$ cat src/rtl/lfu_pkg.sv
package lfu_pkg;
  typedef enum logic [3:0] {
    TAG_LOAD  = 4'd0,
    TAG_LOGIC = 4'd1,
    TAG_ADD   = 4'd2,
    TAG_SUB   = 4'd3,
    TAG_CMP8  = 4'd4,
    TAG_CMP16 = 4'd5,
    TAG_ADDX  = 4'd6,
    TAG_SUBX  = 4'd7,
    TAG_SHIFT = 4'd8
  } lfu_tag_e;

  localparam int FLAG_C = 0;
  localparam int FLAG_V = 1;
  localparam int FLAG_Z = 2;
  localparam int FLAG_N = 3;
  localparam int FLAG_X = 4;
  localparam int NZVC_W = 4;
  localparam int CCR_W  = 5;
endpackage

$ cat src/rtl/lfu_arith_flags.sv
// Add/sub family flags at one width, first operand rebuilt from res and src.
module lfu_arith_flags #(
  parameter int W = 32
) (
  input  logic [W-1:0] src_i,
  input  logic [W-1:0] res_i,
  input  logic         sub_i,
  input  logic         cin_i,
  output logic         n_o,
  output logic         z_o,
  output logic         v_o,
  output logic         c_o
);
  localparam int MSB = W - 1;

  logic [W-1:0] opnd;
  logic [W-1:0] cin_w;

  assign cin_w = {{(W-1){1'b0}}, cin_i};
  assign z_o   = (res_i == '0);
  assign n_o   = !z_o && res_i[MSB];

  always_comb begin
    if (sub_i) begin
      opnd = res_i + src_i + cin_w;   // minuend
      c_o  = cin_i ? (opnd <= src_i) : (opnd < src_i);
      v_o  = (opnd[MSB] ^ res_i[MSB]) & (opnd[MSB] ^ src_i[MSB]);
    end else begin
      opnd = res_i - src_i - cin_w;   // augend
      c_o  = cin_i ? (res_i <= src_i) : (res_i < src_i);
      v_o  = (src_i[MSB] ^ res_i[MSB]) & ~(opnd[MSB] ^ src_i[MSB]);
    end
  end
endmodule

$ cat src/rtl/lfu_flag_eval.sv
module lfu_flag_eval
  import lfu_pkg::*;
#(
  parameter int W = 32
) (
  input  logic [3:0]        tag_i,
  input  logic [W-1:0]      src_i,
  input  logic [W-1:0]      res_i,
  output logic [NZVC_W-1:0] nzvc_o,
  output logic              bad_o
);
  localparam int LANES = 3;  // lane 0: byte, lane 1: word, lane 2: full

  logic [LANES-1:0] ln_n, ln_z, ln_v, ln_c;
  logic             full_sub, full_cin;

  assign full_sub = (tag_i == TAG_SUB) || (tag_i == TAG_SUBX);
  assign full_cin = (tag_i == TAG_ADDX) || (tag_i == TAG_SUBX);

  for (genvar g = 0; g < LANES; g++) begin : g_lane
    localparam int CW = (g == 0) ? 8 : (g == 1) ? 16 : W;
    lfu_arith_flags #(.W(CW)) u_lane (
      .src_i (src_i[CW-1:0]),
      .res_i (res_i[CW-1:0]),
      .sub_i ((g == LANES-1) ? full_sub : 1'b1),
      .cin_i ((g == LANES-1) ? full_cin : 1'b0),
      .n_o   (ln_n[g]),
      .z_o   (ln_z[g]),
      .v_o   (ln_v[g]),
      .c_o   (ln_c[g])
    );
  end

  always_comb begin
    bad_o  = 1'b0;
    nzvc_o = '0;
    case (tag_i)
      TAG_LOAD:  nzvc_o = res_i[NZVC_W-1:0];
      TAG_LOGIC: nzvc_o = {ln_n[2], ln_z[2], 1'b0, 1'b0};
      TAG_ADD, TAG_SUB, TAG_ADDX, TAG_SUBX:
                 nzvc_o = {ln_n[2], ln_z[2], ln_v[2], ln_c[2]};
      TAG_CMP8:  nzvc_o = {ln_n[0], ln_z[0], ln_v[0], ln_c[0]};
      TAG_CMP16: nzvc_o = {ln_n[1], ln_z[1], ln_v[1], ln_c[1]};
      TAG_SHIFT: nzvc_o = {ln_n[2], ln_z[2], 1'b0, |src_i};
      default:   bad_o  = 1'b1;
    endcase
  end
endmodule

$ cat src/rtl/lfu_ext_arith.sv
module lfu_ext_arith
  import lfu_pkg::*;
#(
  parameter int W = 32
) (
  input  logic             clk_i,
  input  logic             rst_ni,
  input  logic             valid_i,
  input  logic             sub_i,
  input  logic [W-1:0]     op1_i,
  input  logic [W-1:0]     op2_i,
  input  logic             wr_i,
  input  logic [CCR_W-1:0] wdata_i,
  output logic [W-1:0]     res_o,
  output logic [CCR_W-1:0] ccr_o
);
  logic [CCR_W-1:0]  ccr_q, ccr_d;
  logic              x_in, x_new, z_new;
  logic [3:0]        ev_tag;
  logic [NZVC_W-1:0] ev_nzvc;
  logic              ev_bad;

  assign x_in  = ccr_q[FLAG_X];
  assign res_o = sub_i ? (op1_i - op2_i - {{(W-1){1'b0}}, x_in})
                       : (op1_i + op2_i + {{(W-1){1'b0}}, x_in});

  always_comb begin
    if (sub_i) begin
      ev_tag = x_in ? TAG_SUBX : TAG_SUB;
      x_new  = x_in ? (op1_i <= op2_i) : (op1_i < op2_i);
    end else begin
      ev_tag = x_in ? TAG_ADDX : TAG_ADD;
      x_new  = x_in ? (res_o <= op2_i) : (res_o < op2_i);
    end
  end

  lfu_flag_eval #(.W(W)) u_eval (
    .tag_i  (ev_tag),
    .src_i  (op2_i),
    .res_i  (res_o),
    .nzvc_o (ev_nzvc),
    .bad_o  (ev_bad)
  );

  // Z may only be cleared across a chain
  assign z_new = ev_nzvc[FLAG_Z] & ccr_q[FLAG_Z];

  always_comb begin
    ccr_d = ccr_q;
    if (wr_i)         ccr_d = wdata_i;
    else if (valid_i) ccr_d = {x_new, ev_nzvc[FLAG_N], z_new, ev_nzvc[FLAG_V], ev_nzvc[FLAG_C]};
  end

  always_ff @(posedge clk_i or negedge rst_ni) begin
    if (!rst_ni) ccr_q <= '0;
    else         ccr_q <= ccr_d;
  end

  assign ccr_o = ccr_q;

  AST_EXT_TAG_OK: assert property (@(posedge clk_i) disable iff (!rst_ni)
    valid_i |-> !ev_bad);
  AST_X_TRACKS_C: assert property (@(posedge clk_i) disable iff (!rst_ni)
    (valid_i && !wr_i) |=> (ccr_q[FLAG_X] == ccr_q[FLAG_C]));
  AST_Z_STICKY: assert property (@(posedge clk_i) disable iff (!rst_ni)
    (valid_i && !wr_i && !ccr_q[FLAG_Z]) |=> !ccr_q[FLAG_Z]);
  AST_WR_WINS: assert property (@(posedge clk_i) disable iff (!rst_ni)
    wr_i |=> (ccr_q == $past(wdata_i)));
  AST_IDLE_HOLD: assert property (@(posedge clk_i) disable iff (!rst_ni)
    (!wr_i && !valid_i) |=> $stable(ccr_q));
endmodule

$ cat src/rtl/lazy_flag_unit.sv
module lazy_flag_unit
  import lfu_pkg::*;
#(
  parameter int W = 32
) (
  input  logic             clk_i,
  input  logic             rst_ni,
  input  logic [3:0]       tag_i,
  input  logic [W-1:0]     src_i,
  input  logic [W-1:0]     res_i,
  output logic [3:0]       flags_o,
  output logic             tag_err_o,
  input  logic             ext_valid_i,
  input  logic             ext_sub_i,
  input  logic [W-1:0]     op1_i,
  input  logic [W-1:0]     op2_i,
  input  logic             ccr_wr_i,
  input  logic [CCR_W-1:0] ccr_wdata_i,
  output logic [W-1:0]     ext_res_o,
  output logic [CCR_W-1:0] ccr_o
);
  lfu_flag_eval #(.W(W)) u_eval (
    .tag_i  (tag_i),
    .src_i  (src_i),
    .res_i  (res_i),
    .nzvc_o (flags_o),
    .bad_o  (tag_err_o)
  );

  lfu_ext_arith #(.W(W)) u_ext (
    .clk_i   (clk_i),
    .rst_ni  (rst_ni),
    .valid_i (ext_valid_i),
    .sub_i   (ext_sub_i),
    .op1_i   (op1_i),
    .op2_i   (op2_i),
    .wr_i    (ccr_wr_i),
    .wdata_i (ccr_wdata_i),
    .res_o   (ext_res_o),
    .ccr_o   (ccr_o)
  );

  AST_NZ_EXCL: assert property (@(posedge clk_i) disable iff (!rst_ni)
    (tag_i != TAG_LOAD) |-> !(flags_o[FLAG_N] && flags_o[FLAG_Z]));
  AST_BAD_TAG_ZERO: assert property (@(posedge clk_i) disable iff (!rst_ni)
    tag_err_o |-> (flags_o == '0));
  AST_BAD_TAG_RANGE: assert property (@(posedge clk_i) disable iff (!rst_ni)
    tag_err_o == (tag_i > TAG_SHIFT));
  AST_SHIFT_NO_V: assert property (@(posedge clk_i) disable iff (!rst_ni)
    (tag_i == TAG_SHIFT) |-> !flags_o[FLAG_V]);
  AST_LOAD_PASS: assert property (@(posedge clk_i) disable iff (!rst_ni)
    (tag_i == TAG_LOAD) |-> (flags_o == res_i[3:0]));
endmodule

$ cat config.mk
export PLATFORM = sky130hd
export DESIGN_NAME = lazy_flag_unit
export DESIGN_NICKNAME = d
export VERILOG_FILES = /design/src/rtl/lfu_pkg.sv /design/src/rtl/lfu_arith_flags.sv /design/src/rtl/lfu_flag_eval.sv /design/src/rtl/lfu_ext_arith.sv /design/src/rtl/lazy_flag_unit.sv
export SDC_FILE = /design/constraint.sdc
export NUM_CORES = 1
export LEC_CHECK = 0
export BUFFER_PORTS_ARGS = -buffer_cell sky130_fd_sc_hd__buf_2
export CORE_MARGIN = 2
export CORE_UTILIZATION = 50
export DETAILED_ROUTE_END_ITERATION = 8
export PLACE_DENSITY = 0.69
export SETUP_SLACK_MARGIN = 0.02
export SLEW_MARGIN = 20
export SYNTH_ARGS = -nofsm -noshare
export SYNTH_HDL_FRONTEND = slang
export SYNTH_HIERARCHICAL = 1
export SYNTH_SLANG_ARGS = --single-unit
$ cat constraint.sdc
create_clock -name clk_i -period 7.35 [get_ports clk_i]
set_clock_uncertainty 0.05 [all_clocks]
set_input_delay 1.1025 -clock clk_i [delete_from_list [all_inputs] [get_ports clk_i]]
set_output_delay 1.1025 -clock clk_i [all_outputs]
set_load 0.03 [all_outputs]
==> impl_metrics.py, run 1 <==
metrics = {
    "floorplanning": {
        "die_area_sq_mm": 0.0457,
        "fp.dieH_um": 214,
        "fp.dieW_um": 214,
        "std_cell_rows": 76,
        "io-pin-count": 184,
        "coreArea_sq_mm": 0.0433,
        "start_util_pct": 50.9,
    },
    "pwr": {
        "ir_drop_mv": 0.132,
        "seq_power_share_pct": 0.8,
        "p_per_area_mw_per_mm2": 167,
        "swShare_pct": 55.6,
        "p_clk_share_pct": 2.0,
        "p_switching_mw": 2.45,
        "p_int_mw": 1.95,
        "comb_power_share_pct": 97.2,
        "p_leak_nw": 14.0,
    },
    "clock_tree": {
        "clk_path_buf_depth": 2,
        "htreeDepth": 1,
        "clock_latency_ns": 0.23,
        "cts.sinks": 5,
        "cts_buffers": 3,
        "cts-root-buf": "clkbuf_16",
        "path_clk_slew_ns": 0.03,
        "cts_tree": "done",
    },
    "sta": {
        "worstMarginPinSlew_ns": 1.07,
        "fin_crit_ns": 7.43,
        "rsz0062_at_grt": "true",
        "finalWorstSetupSlack_ns": -0.0837,
        "fmax_mhz": 135,
        "hold_violations": 0,
        "relSlewSlack_pct": 27.9,
        "finalSetupViolations": 1,
        "timing.final.crit_share_pct": 101,
        "slew_violations": 0,
    },
    "finish": {
        "fill_cells": 4036,
        "nets": 4294,
        "final_cell_area_sq_mm": 0.0264,
        "largest_reg_flops": 5,
        "area_delta_synth_final_pct": 19.8,
        "drive_gt1_share_pct": 19.2,
    },
    "global_routing": {
        "grt_max_degree": 65,
        "grt_pass1_wl_um": 119000,
        "grt_overflow": 0,
        "grt_usage_pct": 32.2,
        "antenna_found_initial": 1,
        "grt_pass1_vias": 22800,
    },
    "worst_setup_path": {
        "worstReg2RegStart": "u_ext/ccr_o[4]",
        "critPathLaunch": "op2_i[0]",
        "rrSetupSlack_ns": 0.35,
        "path_class": "in2reg",
        "crit_required_ns": 7.40,
        "crit_arrival_ns": 7.49,
        "crit_path_frequent_cell": "buf_4",
        "crit_path_max_fanout": 6,
        "startpoint_type": "input pin",
        "cp-end-kind": "flop",
        "cp_slowest_cell": "a311o_2",
        "critPathMaxStageDelay_ns": 0.48,
    },
    "logic_synthesis": {
        "syn_inst": 2972,
        "netlist_area_sq_mm": 0.0220,
        "syn_avg_cell_area_sq_um": 7.41,
        "ys_warn_count": 6,
    },
    "run_status": {
        "status": "finished, violations left",
        "violations": "setup timing",
    },
    "place": {
        "port_buffers": 183,
        "hpwlAfterDp_um": 63800,
        "dpl_cell_area_sq_mm": 0.0259,
        "dp_worst_setup_slack_ns": -0.581,
        "place.gp.congestion": 1.01,
    },
    "drt": {
        "wire_per_inst_um": 18.7,
        "wirelength_um": 75800,
        "dr_total_vias": 23400,
        "postRouteAntennaNets": 0,
        "drt-initial-drc-count": 1793,
        "route.detailed.drc": 0,
        "firstDrtPassIters": 6,
        "via_per_inst": 5.77,
    },
    "hold_path": {
        "hold_class": "reg2reg",
        "min_from": "u_ext/ccr_o[1]",
    },
    "job": {
        "max_cap_violations": 0,
    },
}
## worst max-delay path, delay by kind of cell
family	cells	cell delay (ns)
mux	2	0.41
xor+xnor	2	0.28
buf+inv	6	0.84
compound gates	16	2.68
simple gates	8	1.13
fa+ha+maj	3	1.02
## area by class of cell
class                      count  area [sq um]  share of cell area, %
antenna                        1          2.50                0.00949
clock buffer                   4          78.8                  0.299
inverter                     583          2190                   8.30
multi-input combinational   2368         19900                   75.5
sequential                     5           125                  0.474
tap                          585           732                   2.78
timing repair buffer         503          3340                   12.7
## what timing repair did
action                                  CTS  global route
pin swaps                                10            42
hold buffers                              0             0
setup buffers                             4             6
endpoints found under the setup margin    3             3
resized for setup                        17            52
## metal layers
| layer | wire (um) | part of all wire, % | global-route usage (%) | up-vias |
|---|---|---|---|---|
| met5 | 10 | 0.013 | 0 | - |
| met4 | 2710 | 3.6 | 9.72 | 2 |
| met3 | 5150 | 6.8 | 2.46 | 167 |
| met2 | 34600 | 46 | 55.3 | 894 |
| met1 | 33300 | 44 | 42.9 | 11000 |
| li1 | - | - | - | 11300 |
## power by group through the flow
stage,combinational [mW],sequential (mW),clock (mW)
floorplan,2.67,0.0425,0
global placement,3.98,0.0350,0
detailed placement,4.09,0.0350,0
CTS,4.15,0.0347,0.0914
global route,4.70,0.0355,0.0940
finish,4.28,0.0350,0.0901
## worst paths after layout
kind                            depth (start not counted)        endpoint
worst min register to register                          2  u_ext/ccr_o[1]
max in group asynchronous                               1  u_ext/ccr_o[0]
worst max register to register                         37  u_ext/ccr_o[0]
worst min-delay path                                    2  u_ext/ccr_o[1]
worst max-delay path                                   37  u_ext/ccr_o[0]
min in group asynchronous                               1  u_ext/ccr_o[1]
## per-stage QoR
step	utilization (%)	total power [mW]	TNS (ns)	instances	hold WS, ns
detailed placement	59.9	4.12	-0.892	4034	0.503
CTS	60.3	4.27	-0.00907	4042	0.516
global placement	59.9	4.02	-0.569	4034	0.496
finish	61.0	4.41	-0.0837	4049	0.519
floorplan	-	2.71	0	3006	0.635
global route	61.0	4.83	-0.469	4048	0.580
## cell usage in the layout, fill, tap and decap left out, types with 24 or more instances in the layout
master    count
o31ai_1      32
a21oi_1     240
nand3_1      48
xnor2_1     144
ha_1        662
nor2b_1      35
conb_1       40
inv_1       561
nor2_1      183
o21a_1       30
buf_2       182
buf_4       319
nand2_1      87
a21oi_2      24
nor3_1       33
a21o_1       81
o21bai_1     55
nand4_1      92
nand2b_1     40
o21ai_0      91
nor4_1       50
o21ai_1      30
No activity file was read; power rests on OpenSTA's default activity.
==> inputs of run 2 (changes only) <==
--- a/config.mk
+++ b/config.mk
@@ -6,10 +6,12 @@
 export NUM_CORES = 1
 export LEC_CHECK = 0
 export BUFFER_PORTS_ARGS = -buffer_cell sky130_fd_sc_hd__buf_2
+export CELL_PAD_IN_SITES_DETAIL_PLACEMENT = 0
+export CELL_PAD_IN_SITES_GLOBAL_PLACEMENT = 1
 export CORE_MARGIN = 2
-export CORE_UTILIZATION = 50
+export CORE_UTILIZATION = 47
 export DETAILED_ROUTE_END_ITERATION = 8
-export PLACE_DENSITY = 0.69
+export PLACE_DENSITY_LB_ADDON = 0.1
 export SETUP_SLACK_MARGIN = 0.02
 export SLEW_MARGIN = 20
 export SYNTH_ARGS = -nofsm -noshare
==> impl_metrics.py, run 2 (synthesis gave the netlist of run 1 again) <==
metrics = {
    "clock_tree": {
        "htreeDepth": 1,
        "cts_buffers": 3,
        "cts.sinks": 5,
        "cts-root-buf": "clkbuf_16",
        "clk_path_buf_depth": 2,
        "cts_hold_buf": 0,
        "clock_latency_ns": 0.25,
        "cts_tree": "done",
        "path_clk_slew_ns": 0.05,
    },
    "floorplanning": {
        "std_cell_rows": 79,
        "fp.dieW_um": 220,
        "fp.dieH_um": 220,
        "coreArea_sq_mm": 0.0464,
        "io-pin-count": 184,
        "die_area_sq_mm": 0.0486,
        "start_util_pct": 47.5,
    },
    "sta": {
        "finalSetupViolations": 0,
        "worstMarginPinSlew_ns": 0.905,
        "slew_violations": 0,
        "hold_violations": 0,
        "finalWorstSetupSlack_ns": 0.240,
        "timing.final.crit_share_pct": 96.7,
        "fin_crit_ns": 7.11,
        "relSlewSlack_pct": 39.1,
        "fmax_mhz": 141,
        "rsz0062_at_grt": "true",
    },
    "worst_setup_path": {
        "worstReg2RegStart": "u_ext/ccr_o[4]",
        "crit_path_max_fanout": 3,
        "startpoint_type": "input pin",
        "crit_arrival_ns": 7.18,
        "crit_required_ns": 7.42,
        "path_class": "in2reg",
        "critPathLaunch": "op2_i[0]",
        "critPathMaxStageDelay_ns": 0.49,
        "path_buf_inv": 5,
        "cp-end-kind": "flop",
        "cp_slowest_cell": "a311o_2",
        "crit_path_frequent_cell": "a21oi_2",
        "crit_family": "compound AO/OA/AOI/OAI gates",
    },
    "drt": {
        "wirelength_um": 81700,
        "wl_met2_um": 39100,
        "drt-initial-drc-count": 1550,
        "postRouteAntennaNets": 0,
        "dr_total_vias": 23000,
        "route.detailed.drc": 0,
        "wire_per_inst_um": 20.2,
        "firstDrtPassIters": 7,
        "wl_met1_um": 36100,
        "wl_met3_um": 3940,
        "highest_layer": "met4",
        "via_per_inst": 5.69,
    },
    "hold_path": {
        "hold_class": "reg2reg",
        "min_from": "u_ext/ccr_o[2]",
    },
    "finish": {
        "final_cell_area_sq_mm": 0.0266,
        "largest_reg_flops": 5,
        "nets": 4275,
        "area_delta_synth_final_pct": 20.7,
        "insertedDiodeCount": 0,
        "drive_gt1_share_pct": 19.9,
        "layout_common_cells": "653 x ha_1, 558 x inv_1, 296 x buf_4, 231 x a21oi_1, 182 x nor2_1",
        "mostFrequentLayoutCell": "ha_1",
    },
    "pwr": {
        "ir_drop_mv": 0.105,
        "p_leak_nw": 13.9,
        "p_per_area_mw_per_mm2": 170,
    },
    "global_routing": {
        "grt_usage_pct": 32.4,
        "grt_pass1_wl_um": 124000,
        "grt_overflow": 0,
        "antenna_found_initial": 0,
        "grt_pass1_vias": 22800,
        "grt_max_degree": 62,
    },
    "place": {
        "dp_worst_setup_slack_ns": -0.337,
        "dpl_cell_area_sq_mm": 0.0258,
        "port_buffers": 183,
        "place.gp.congestion": 0.973,
        "hpwlAfterDp_um": 68500,
    },
    "run_status": {
        "status": "finished, final reports clean",
    },
    "job": {
        "max_cap_violations": 0,
    },
}
run 2: area by class of cell:
type	instances	area (sq um)
multi-input cells	2368	20200
fillers	4548	19800
repair buffers	484	3220
inverters	583	2190
well taps	607	759
flip-flops and latches	5	125
clock buffers	4	78.8
run 2: path summary, 6_finish.rpt:
kind,endpoint,slack (ns),cells past startpoint
worst max register to register,u_ext/ccr_o[0],0.66,34
min in group asynchronous,u_ext/ccr_o[3],0.67,1
worst min register to register,u_ext/ccr_o[2],0.52,2
worst max-delay path,u_ext/ccr_o[0],0.24,35
max in group asynchronous,u_ext/ccr_o[4],6.37,1
worst min-delay path,u_ext/ccr_o[2],0.52,2
run 2: layer usage:
metal,global-route usage [%],vias up
met5,0,-
met4,9.04,0
met3,2.50,138
met2,58.1,717
met1,41.5,10900
li1,-,11300
run 2: metrics by stage:
| stage | power, mW | hold slack, ns | cells | util, % | setup TNS, ns |
|---|---|---|---|---|---|
| global placement | 4.05 | 0.512 | 4032 | 55.6 | -0.506 |
| finish | 4.53 | 0.522 | 4051 | 57.4 | 0 |
| floorplan | 2.71 | 0.635 | 3006 | - | 0 |
| global route | 4.95 | 0.584 | 4051 | 57.4 | -0.0932 |
| CTS | 4.27 | 0.529 | 4036 | 55.9 | 0 |
| detailed placement | 4.13 | 0.520 | 4032 | 55.6 | -0.594 |
run 2: worst min-delay path: cells and delay by family (launching register included):
family	cells	cell delay (ns)
flip-flops	1	0.39
AO/OA/AOI/OAI	2	0.14
run 2: timing repair:
item	4_1_cts	5_1_grt
setup endpoints to repair	2	3
pin swaps	4	94
buffers inserted	0	16
gates resized for setup	10	126
gates cloned	0	0
run 2: report_power, final:
group | internal [mW] | total (mW) | switching, mW
registers | 0.0312 | 0.0356 | 0.00436
clock network | 0.0732 | 0.104 | 0.0310
logic | 1.87 | 4.39 | 2.52
